--- src/rtl/remap_pkg.sv ---
package remap_pkg;
    localparam int PAGE_SHIFT = 12;
    localparam int FRAME_W    = 31 - PAGE_SHIFT;

    localparam logic [3:0] OFF_CTRL = 4'h0;
    localparam logic [3:0] OFF_SEL  = 4'h4;
    localparam logic [3:0] OFF_DATA = 4'h8;

    typedef enum logic {
        XL_OFF = 1'b0,
        XL_ON  = 1'b1
    } xl_state_e;

    typedef struct packed {
        logic               valid;
        logic [FRAME_W-1:0] frame;
    } entry_t;
endpackage

--- src/rtl/remap_regs.sv ---
module remap_regs
    import remap_pkg::*;
#(
    parameter logic [31:0] APER_BASE = 32'h5800_0000,
    parameter logic [31:0] APER_END  = 32'h5804_0000,
    parameter int          IDX_W     = 6
) (
    input  logic             clk,
    input  logic             rst_n,
    input  logic             reg_we,
    input  logic             reg_re,
    input  logic [3:0]       reg_off,
    input  logic [31:0]      reg_wdata,
    output logic [31:0]      reg_rdata,
    input  entry_t           sel_entry,
    output logic [IDX_W-1:0] sel_idx,
    output logic             tbl_we,
    output entry_t           tbl_wentry,
    output logic             xl_on
);
    xl_state_e   state_q, state_d;
    logic [31:0] sel_q;
    logic [31:0] sel_rel;
    logic        sel_in;
    logic        ctrl_wr;

    assign ctrl_wr = reg_we && (reg_off == OFF_CTRL);
    assign sel_in  = (sel_q >= APER_BASE) && (sel_q < APER_END);
    assign sel_rel = sel_q - APER_BASE;
    assign sel_idx = sel_rel[PAGE_SHIFT +: IDX_W];

    // Next-state logic for the enable machine
    always_comb begin
        state_d = state_q;
        unique case (state_q)
            XL_OFF: if (ctrl_wr && reg_wdata[0])  state_d = XL_ON;   // OFF_TO_ON
            XL_ON:  if (ctrl_wr && !reg_wdata[0]) state_d = XL_OFF;  // ON_TO_OFF
            default: state_d = XL_OFF;
        endcase
    end

    // State register and selector latch
    always_ff @(posedge clk) begin
        if (!rst_n) begin
            state_q <= XL_OFF;
            sel_q   <= '0;
        end else begin
            state_q <= state_d;
            if (reg_we && (reg_off == OFF_SEL))
                sel_q <= reg_wdata;
        end
    end

    // Outputs
    assign xl_on            = (state_q == XL_ON);
    assign tbl_we           = reg_we && (reg_off == OFF_DATA) && sel_in;
    assign tbl_wentry.valid = reg_wdata[31];
    assign tbl_wentry.frame = reg_wdata[30:PAGE_SHIFT];

    always_ff @(posedge clk) begin
        if (!rst_n) begin
            reg_rdata <= '0;
        end else if (reg_re) begin
            unique case (reg_off)
                OFF_CTRL: reg_rdata <= {31'b0, xl_on};
                OFF_SEL:  reg_rdata <= sel_q;
                OFF_DATA: reg_rdata <= sel_in ? {sel_entry.valid, sel_entry.frame, {PAGE_SHIFT{1'b0}}} : '0;
                default:  reg_rdata <= '0;
            endcase
        end else begin
            reg_rdata <= '0;
        end
    end
endmodule

--- src/rtl/remap_table.sv ---
module remap_table
    import remap_pkg::*;
#(
    parameter int N_ENT = 64,
    parameter int IDX_W = 6
) (
    input  logic             clk,
    input  logic             rst_n,
    input  logic             we,
    input  logic [IDX_W-1:0] widx,
    input  entry_t           wentry,
    input  logic [IDX_W-1:0] ridx_a,
    output entry_t           rd_a,
    input  logic [IDX_W-1:0] ridx_b,
    output entry_t           rd_b
);
    entry_t mem [N_ENT];

    always_ff @(posedge clk) begin
        if (!rst_n) begin
            for (int i = 0; i < N_ENT; i++) mem[i] <= '0;
        end else if (we && (int'(widx) < N_ENT)) begin
            mem[widx] <= wentry;
        end
    end

    assign rd_a = (int'(ridx_a) < N_ENT) ? mem[ridx_a] : '0;
    assign rd_b = (int'(ridx_b) < N_ENT) ? mem[ridx_b] : '0;
endmodule

--- src/rtl/remap_xlate.sv ---
module remap_xlate
    import remap_pkg::*;
#(
    parameter logic [31:0] APER_BASE = 32'h5800_0000,
    parameter logic [31:0] APER_END  = 32'h5804_0000,
    parameter int          IDX_W     = 6
) (
    input  logic             clk,
    input  logic             rst_n,
    input  logic             xl_on,
    input  logic             xl_req,
    input  logic [31:0]      xl_addr,
    output logic [IDX_W-1:0] idx,
    input  entry_t           entry,
    output logic             xl_rsp,
    output logic             xl_fault,
    output logic [31:0]      xl_paddr
);
    logic [31:0] rel;
    logic        in_rng;
    logic        hit;

    assign in_rng = (xl_addr >= APER_BASE) && (xl_addr < APER_END);
    assign rel    = xl_addr - APER_BASE;
    assign idx    = rel[PAGE_SHIFT +: IDX_W];
    assign hit    = xl_on && in_rng && entry.valid;

    always_ff @(posedge clk) begin
        if (!rst_n) begin
            xl_rsp   <= 1'b0;
            xl_fault <= 1'b0;
            xl_paddr <= '0;
        end else begin
            xl_rsp   <= xl_req;
            xl_fault <= xl_req && !hit;
            xl_paddr <= (xl_req && hit) ? {1'b0, entry.frame, xl_addr[PAGE_SHIFT-1:0]} : '0;
        end
    end
endmodule

--- src/rtl/remap_unit.sv ---
module remap_unit
    import remap_pkg::*;
#(
    parameter logic [31:0] APER_BASE = 32'h5800_0000,
    parameter logic [31:0] APER_END  = 32'h5804_0000
) (
    input  logic        clk,
    input  logic        rst_n,
    input  logic        reg_we,
    input  logic        reg_re,
    input  logic [3:0]  reg_off,
    input  logic [31:0] reg_wdata,
    output logic [31:0] reg_rdata,
    input  logic        xl_req,
    input  logic [31:0] xl_addr,
    output logic        xl_rsp,
    output logic        xl_fault,
    output logic [31:0] xl_paddr
);
    localparam int N_ENT = int'((APER_END - APER_BASE) >> PAGE_SHIFT);
    localparam int IDX_W = (N_ENT > 1) ? $clog2(N_ENT) : 1;

    entry_t           sel_entry, xl_entry, tbl_wentry;
    logic [IDX_W-1:0] sel_idx, xl_idx;
    logic             tbl_we;
    logic             xlate_en;

    remap_regs #(.APER_BASE(APER_BASE), .APER_END(APER_END), .IDX_W(IDX_W)) u_regs (
        .clk(clk), .rst_n(rst_n), .reg_we(reg_we), .reg_re(reg_re), .reg_off(reg_off),
        .reg_wdata(reg_wdata), .reg_rdata(reg_rdata), .sel_entry(sel_entry),
        .sel_idx(sel_idx), .tbl_we(tbl_we), .tbl_wentry(tbl_wentry), .xl_on(xlate_en)
    );

    remap_table #(.N_ENT(N_ENT), .IDX_W(IDX_W)) u_table (
        .clk(clk), .rst_n(rst_n), .we(tbl_we), .widx(sel_idx), .wentry(tbl_wentry),
        .ridx_a(sel_idx), .rd_a(sel_entry), .ridx_b(xl_idx), .rd_b(xl_entry)
    );

    remap_xlate #(.APER_BASE(APER_BASE), .APER_END(APER_END), .IDX_W(IDX_W)) u_xlate (
        .clk(clk), .rst_n(rst_n), .xl_on(xlate_en), .xl_req(xl_req), .xl_addr(xl_addr),
        .idx(xl_idx), .entry(xl_entry), .xl_rsp(xl_rsp), .xl_fault(xl_fault),
        .xl_paddr(xl_paddr)
    );
endmodule

--- config.mk ---
export PLATFORM = sky130hd
export DESIGN_NAME = remap_unit
export DESIGN_NICKNAME = d
export VERILOG_FILES = /design/src/rtl/remap_pkg.sv /design/src/rtl/remap_regs.sv /design/src/rtl/remap_table.sv /design/src/rtl/remap_xlate.sv /design/src/rtl/remap_unit.sv
export SDC_FILE = /design/constraint.sdc
export NUM_CORES = 2
export LEC_CHECK = 0
export BUFFER_PORTS_ARGS = -buffer_cell sky130_fd_sc_hd__buf_4
export CAP_MARGIN = 5
export CORE_MARGIN = 1.5
export CORE_UTILIZATION = 45
export CTS_CLUSTER_SIZE = 8
export DETAILED_ROUTE_END_ITERATION = 10
export PLACE_DENSITY = 0.61
export SYNTH_ARGS = -nofsm -noshare
export SYNTH_HDL_FRONTEND = slang
export SYNTH_SLANG_ARGS = --single-unit
--- constraint.sdc ---
create_clock -name clk -period 5.35 [get_ports clk]
set_input_delay 0.535 -clock clk [delete_from_list [all_inputs] [get_ports clk]]
set_output_delay 0.535 -clock clk [all_outputs]
set_load 0.01 [all_outputs]
# After elaboration in Yosys (flattened, before gate mapping)
# Memories as Yosys holds them, arrays and structs flattened.
# Cells that the tools add are included.
# word_totals
elab_cells,47
inputBits,73
output_inout_bits,66
mem_count,1
ff_bits,99
ramBits,1280
# op_classes
eq_ne,2
n_reduce_logical,18
n_lt_le_gt_ge,4
add_sub_neg,2
muxes,12
bitwise,1
# memory_table
name,depth,width,rd,rd_clocked_by_memory_dff,write_ports,line_no,source
u_table.mem,64,20,2,0,64,remap_table.sv:17,entry_t mem [N_ENT];
# op_table
op,count
one-hot mux 32 bit (3 select lines),1
greater-or-equal comparator 32 x 31 -> 1 bit (second input constant),2
< comparator 32 x 31 -> 1 bit (second input constant),2
subtractor 18 x 1 -> 18 bit (second input constant),2
2-to-1 mux 32 bit,1
2-to-1 mux 20 bit,1
OR reduction 20 bit,1
logical AND 1 bit,12
2-to-1 mux 1 bit,7
2-to-1 mux 6 bit,1
== test 4 x 3 -> 1 bit (second input constant),1
== test 4 bit (second input constant),1
logical NOT 4 bit,1
AND reduction 2 bit,2
logical NOT 1 bit,2
one-hot mux 1 bit (2 select lines),1
inverter 1 bit,1

# Depth between registers and ports, before layout
# depth
ltp_word,8
mapped_depth,11
depth_no_buf,6

# Cells and area by module
# From an unflattened synthesis, not the netlist that was laid out.
# hier_totals
hier_cells,4855
hier_area_um2,72483.3
# by_module_without_submodules
module,area_each_um2,n_inst,seq_area_each_um2,cells_each
remap_table,68733.4,1,38436.9,4468
remap_regs,2713.9,1,1301.2,302
remap_xlate,1036.0,1,660.6,85

# Worst setup path before layout
# No wires, ideal clock.
# synth_path
path_kind,flip-flop to flip-flop
startpoint,register u_regs.sel_q[21]
endpoint,memory u_table.mem[18][0] (netlist bit) (enable)
setup_ps,425
arrival_ps,3550
n_path_buf,2
path_stages_with_launch,8
slack_ps,1375
period_less_slack_ps,3975
required_time_ps,4925
cell_sequence,dfxtp_1 -> or4_4 -> nor4_4 -> nand4_2 -> or4_1 -> buf_2 -> buf_6 -> o21ai_0
# synth_rtl
element,line_no,source
from (decl),remap_regs.sv:22,logic [31:0] sel_q;
from (signal assigned),remap_regs.sv:50,sel_q <= reg_wdata;
to (decl),remap_table.sv:17,

==> reports/results.md <==
| Quantity | This run | Unit |
| --- | --- | --- |
| Sequential fraction of the synthesis area | 56.1 | % |
| Clock latency on the worst-skew pair | 820 | ps |
| Worst vdd ir | 324 | µV |
| Crit end category | flop | - |
| Worst-case clock buffer depth | 3 | - |
| Clock tree from TritonCTS | yes | - |
| Synth-to-Final Area Change | 12.4 | % |
| Initial cell density of the core | 45.4 | % |
| Area used by sequential logic in the layout | 40500 | µm² |
| Distinct cell type count of the synthesized netlist | 55 | - |
| Fin Clk Skew | 47.2 | ps |
| Net Count, Synth | 4789 | - |
| Via count of the first global-routing pass | 43400 | - |
| Layout cells sized above 1 | 28.8 | % |
| Clock-pin slew of the registers on the worst-case setup and hold paths | 50 | ps |
| Synth Instances | 4716 | - |
| Initial DRT Pass Iterations | 8 | - |
| Total congestion overflow after global routing | 0 | - |
| Final Slew Violations | 0 | - |
| Yosys warning count | 0 | - |
| Area of the multi-input gates | 29400 | µm² |
| Post-route DRC | 0 | - |
| Capturing point of the worst reg2reg path | u_regs.reg_rdata[22]$_SDFF_PN0_ | - |
| Cell with the largest stage delay on the worst path | a2111oi_0 | - |
| Minimum setup slack among reg-to-reg paths | 920 | ps |
| Global-route wire length before repair | 341 | mm |
| Count of H-tree levels built during CTS | 4 | - |
| Post-synthesis instance area | 72200 | µm² |
| Power density over the cells | 314 | nW/µm² |
| List of most frequent post-synthesis cells | 1294 x and2_1, 1280 x edfxtp_1, 709 x mux4_2 | - |
| Die Wd | 404 | µm |
| Routed vias/inst | 6.40 | - |
| Main area contributors after synthesis | edfxtp_1 53%, mux4_2 22%, and2_1 11%, dfxtp_1 2.9%, mux2i_1 1.9% | - |
| Number of buffers created by CTS | 192 | - |
| Total Power Consumption | 0.0255 | W |
| Synthesized area per cell | 15.3 | µm² |
| Total Nets Final | 4844 | - |
| Flop and latch count out of synthesis | 1384 | - |
| RSZ-0062 raised after global routing | no | - |
| Pin count of the biggest net entering global routing | 72 | - |
| Post-CTS sizing | 0 | - |
| Area of the die | 163000 | µm² |
| Weighted congestion reported at the end of routability-driven placement | 0.976 | - |
| Number of synthesized flops with an enable pin | 1280 | - |
| Lkg Pwr | 28.1 | nW |
| Vias after detailed routing | 44300 | - |
| Height of the die | 404 | µm |
| Cell count after placement | 6624 | - |
| Drt wl/cell | 35.4 | µm |
| Placeable core area | 159000 | µm² |
| Setup-violating endpoint count in the final report | 0 | - |
| Status | finished clean | - |
| Max-cap violation count | 0 | - |
| Total I/O pin count | 139 | - |
| Normalized max-slew margin | 3.98 | % |
| Type of the worst setup path | flop to flop | - |
| Final wirelength | 245 | mm |
| Number of hold violations in the final report | 0 | - |
| Non-filler instance count after layout | 6922 | - |
| Dominant cell type by area after synthesis | edfxtp_1 | - |
| List of cells traversed by the critical path | buf_4 -> mux4_2 -> mux2i_1 -> o22ai_1 -> nor3_1 -> a2111oi_0 | - |
| Cell chosen for the clock root | clkbuf_16 | - |
| Worst reg2reg path depth | 6 | - |
| Worst hold-check path type | input pin to flop | - |
| Count of antenna-violating nets left after detailed routing | 0 | - |
| Min Tclk post-route | 4430 | ps |
| Proportion of synthesized flip-flops having asynchronous set or reset | 0 | % |
| Top-count cell post-synth | and2_1 | - |
| Top-area cell type share of the netlist area | 53.2 | % |
| Floorplan row count | 146 | - |
| Capturing instance or port of the critical path | u_regs.reg_rdata[22]$_SDFF_PN0_ | - |
| Number of antenna violations at the first check in global routing | 19 | - |
| TNS Setup | 0 | ps |
| Top fanout value on the critical path | 38 | - |
| Transition at the pin with the smallest max-transition slack | 1400 | ps |
| Top FF cell, synth | edfxtp_1 | - |
| Detailed Route Iter0 Violations | 6193 | - |
| Number of clock sinks | 1384 | - |
| Upper clock frequency limit | 226 | MHz |
| Count of port buffers added during placement | 137 | - |
| Data arrival at the endpoint of the critical path | 5020 | ps |
| Detailed-placement wirelength estimate | 157 | mm |
| Filler cell count in the final layout | 12900 | - |
| Part of the cycle the worst path needs | 82.7 | % |
| Delay of the slowest cell on the worst path | 1200 | ps |
| Endpoint required time on the critical path | 5940 | ps |
| Global Route Usage Sum | 30.1 | % |
| Post-CTS Repair Setup Buffers | 0 | - |
| CP Launch Type | flop | - |
per-stage QoR:
stage	utilization (%)	hold WS (ps)	worst slack [ps]	area [µm²]
2_1_floorplan	-	430	1380	72200
3_3_place_gp	47.6	434	1170	75600
3_5_place_dp	47.6	439	1190	75600
4_1_cts	51.1	15.8	1280	81200
5_1_grt	51.1	71.6	942	81200
6_report	51.1	69.2	925	81200
kinds of logic after synthesis:
kind of cell           share of synthesized area [%]
AND/OR/NAND/NOR                                 13.3
flip-flops                                      56.1
multiplexers                                    24.3
buffers and inverters                           3.48
AO/OA/AOI/OAI                                   2.82
other                                        0.00519
cell usage in the layout (no fill, tap or decap), types with 25 or more instances in the layout:
cell / netlist / routed
edfxtp_1: 1280 / 1280
mux2i_1: 136 / 136
mux4_2: 709 / 709
o21ai_2: 0 / 64
dlygate4sd3_1: 0 / 25
a211oi_1: 32 / 32
dfxtp_1: 104 / 101
o22ai_1: 29 / 29
a22oi_1: 49 / 49
a21oi_1: 42 / 42
and2_1: 1294 / 1294
a21boi_0: 32 / 32
buf_4: 30 / 357
clkbuf_1: 287 / 62
nor2_1: 92 / 92
clkbuf_16: 0 / 195
nor2b_1: 27 / 27
nand2_1: 98 / 98
power breakdown:
group          leakage [nW]  switching, W  internal (W)  total, W
Combinational          11.5       0.00126      0.000774   0.00203
Clock                  2.55       0.00456       0.00654    0.0111
Sequential             14.1      0.000188        0.0121    0.0123
Total                  28.1       0.00601        0.0195    0.0255
what timing repair did:
item,CTS,global route
endpoints found under the hold margin,26,0
hold buffers,25,0
endpoints found under the setup margin,0,0
worst max-delay path: cells and delay by family (launching register included):
| kind | cells | cell delay (ps) |
|---|---|---|
| compound gates | 2 | 1860 |
| flops | 1 | 1050 |
| buf+inv | 1 | 640 |
| mux | 2 | 510 |
| simple gates | 1 | 100 |
cell type report:
type	instances	area share, %
tap	2072	3.19
antenna	5	0.0154
clock inverter	11	0.199
inverter	17	0.0848
clock buffer	257	6.30
timing repair buffer	400	4.04
multi-input combinational	2776	36.2
sequential	1384	49.9
worst min path at each step:
| stage | slack [ps] | cells after the start | startpoint | to |
|---|---|---|---|---|
| CTS | 20 | 3 | reg_off[0] | u_regs.reg_rdata[0]$_SDFF_PN0_ |
| global placement | 430 | 1 | u_regs.sel_q[4]$_SDFFE_PN0P_ | u_regs.reg_rdata[4]$_SDFF_PN0_ |
| finish | 70 | 3 | reg_off[0] | u_regs.reg_rdata[0]$_SDFF_PN0_ |
| floorplan | 430 | 1 | u_regs.sel_q[10]$_SDFFE_PN0P_ | u_regs.reg_rdata[10]$_SDFF_PN0_ |
| detailed placement | 440 | 1 | u_regs.sel_q[7]$_SDFFE_PN0P_ | u_regs.reg_rdata[7]$_SDFF_PN0_ |
| global route | 70 | 3 | reg_off[0] | u_regs.reg_rdata[0]$_SDFF_PN0_ |
state kept, by name, summed over array words and instances (netlist names), named ones only:
register / count
u_regs.reg_rdata: 32
u_regs.sel_q: 32
u_table.mem: 1280
u_xlate.xl_fault: 1
u_xlate.xl_paddr: 31
u_xlate.xl_rsp: 1
metal layers:
| metal | vias up | track usage [%] | part of all wire [%] | wire length (µm) |
|---|---|---|---|---|
| li1 | 18100 | - | - | - |
| met1 | 23100 | 40.0 | 38 | 93300 |
| met2 | 2678 | 46.1 | 46 | 112000 |
| met3 | 422 | 8.43 | 11 | 27500 |
| met4 | 6 | 13.8 | 5.0 | 12200 |
| met5 | - | 0 | 0.015 | 36 |
Note: power is estimated with default switching activity, not from simulation.
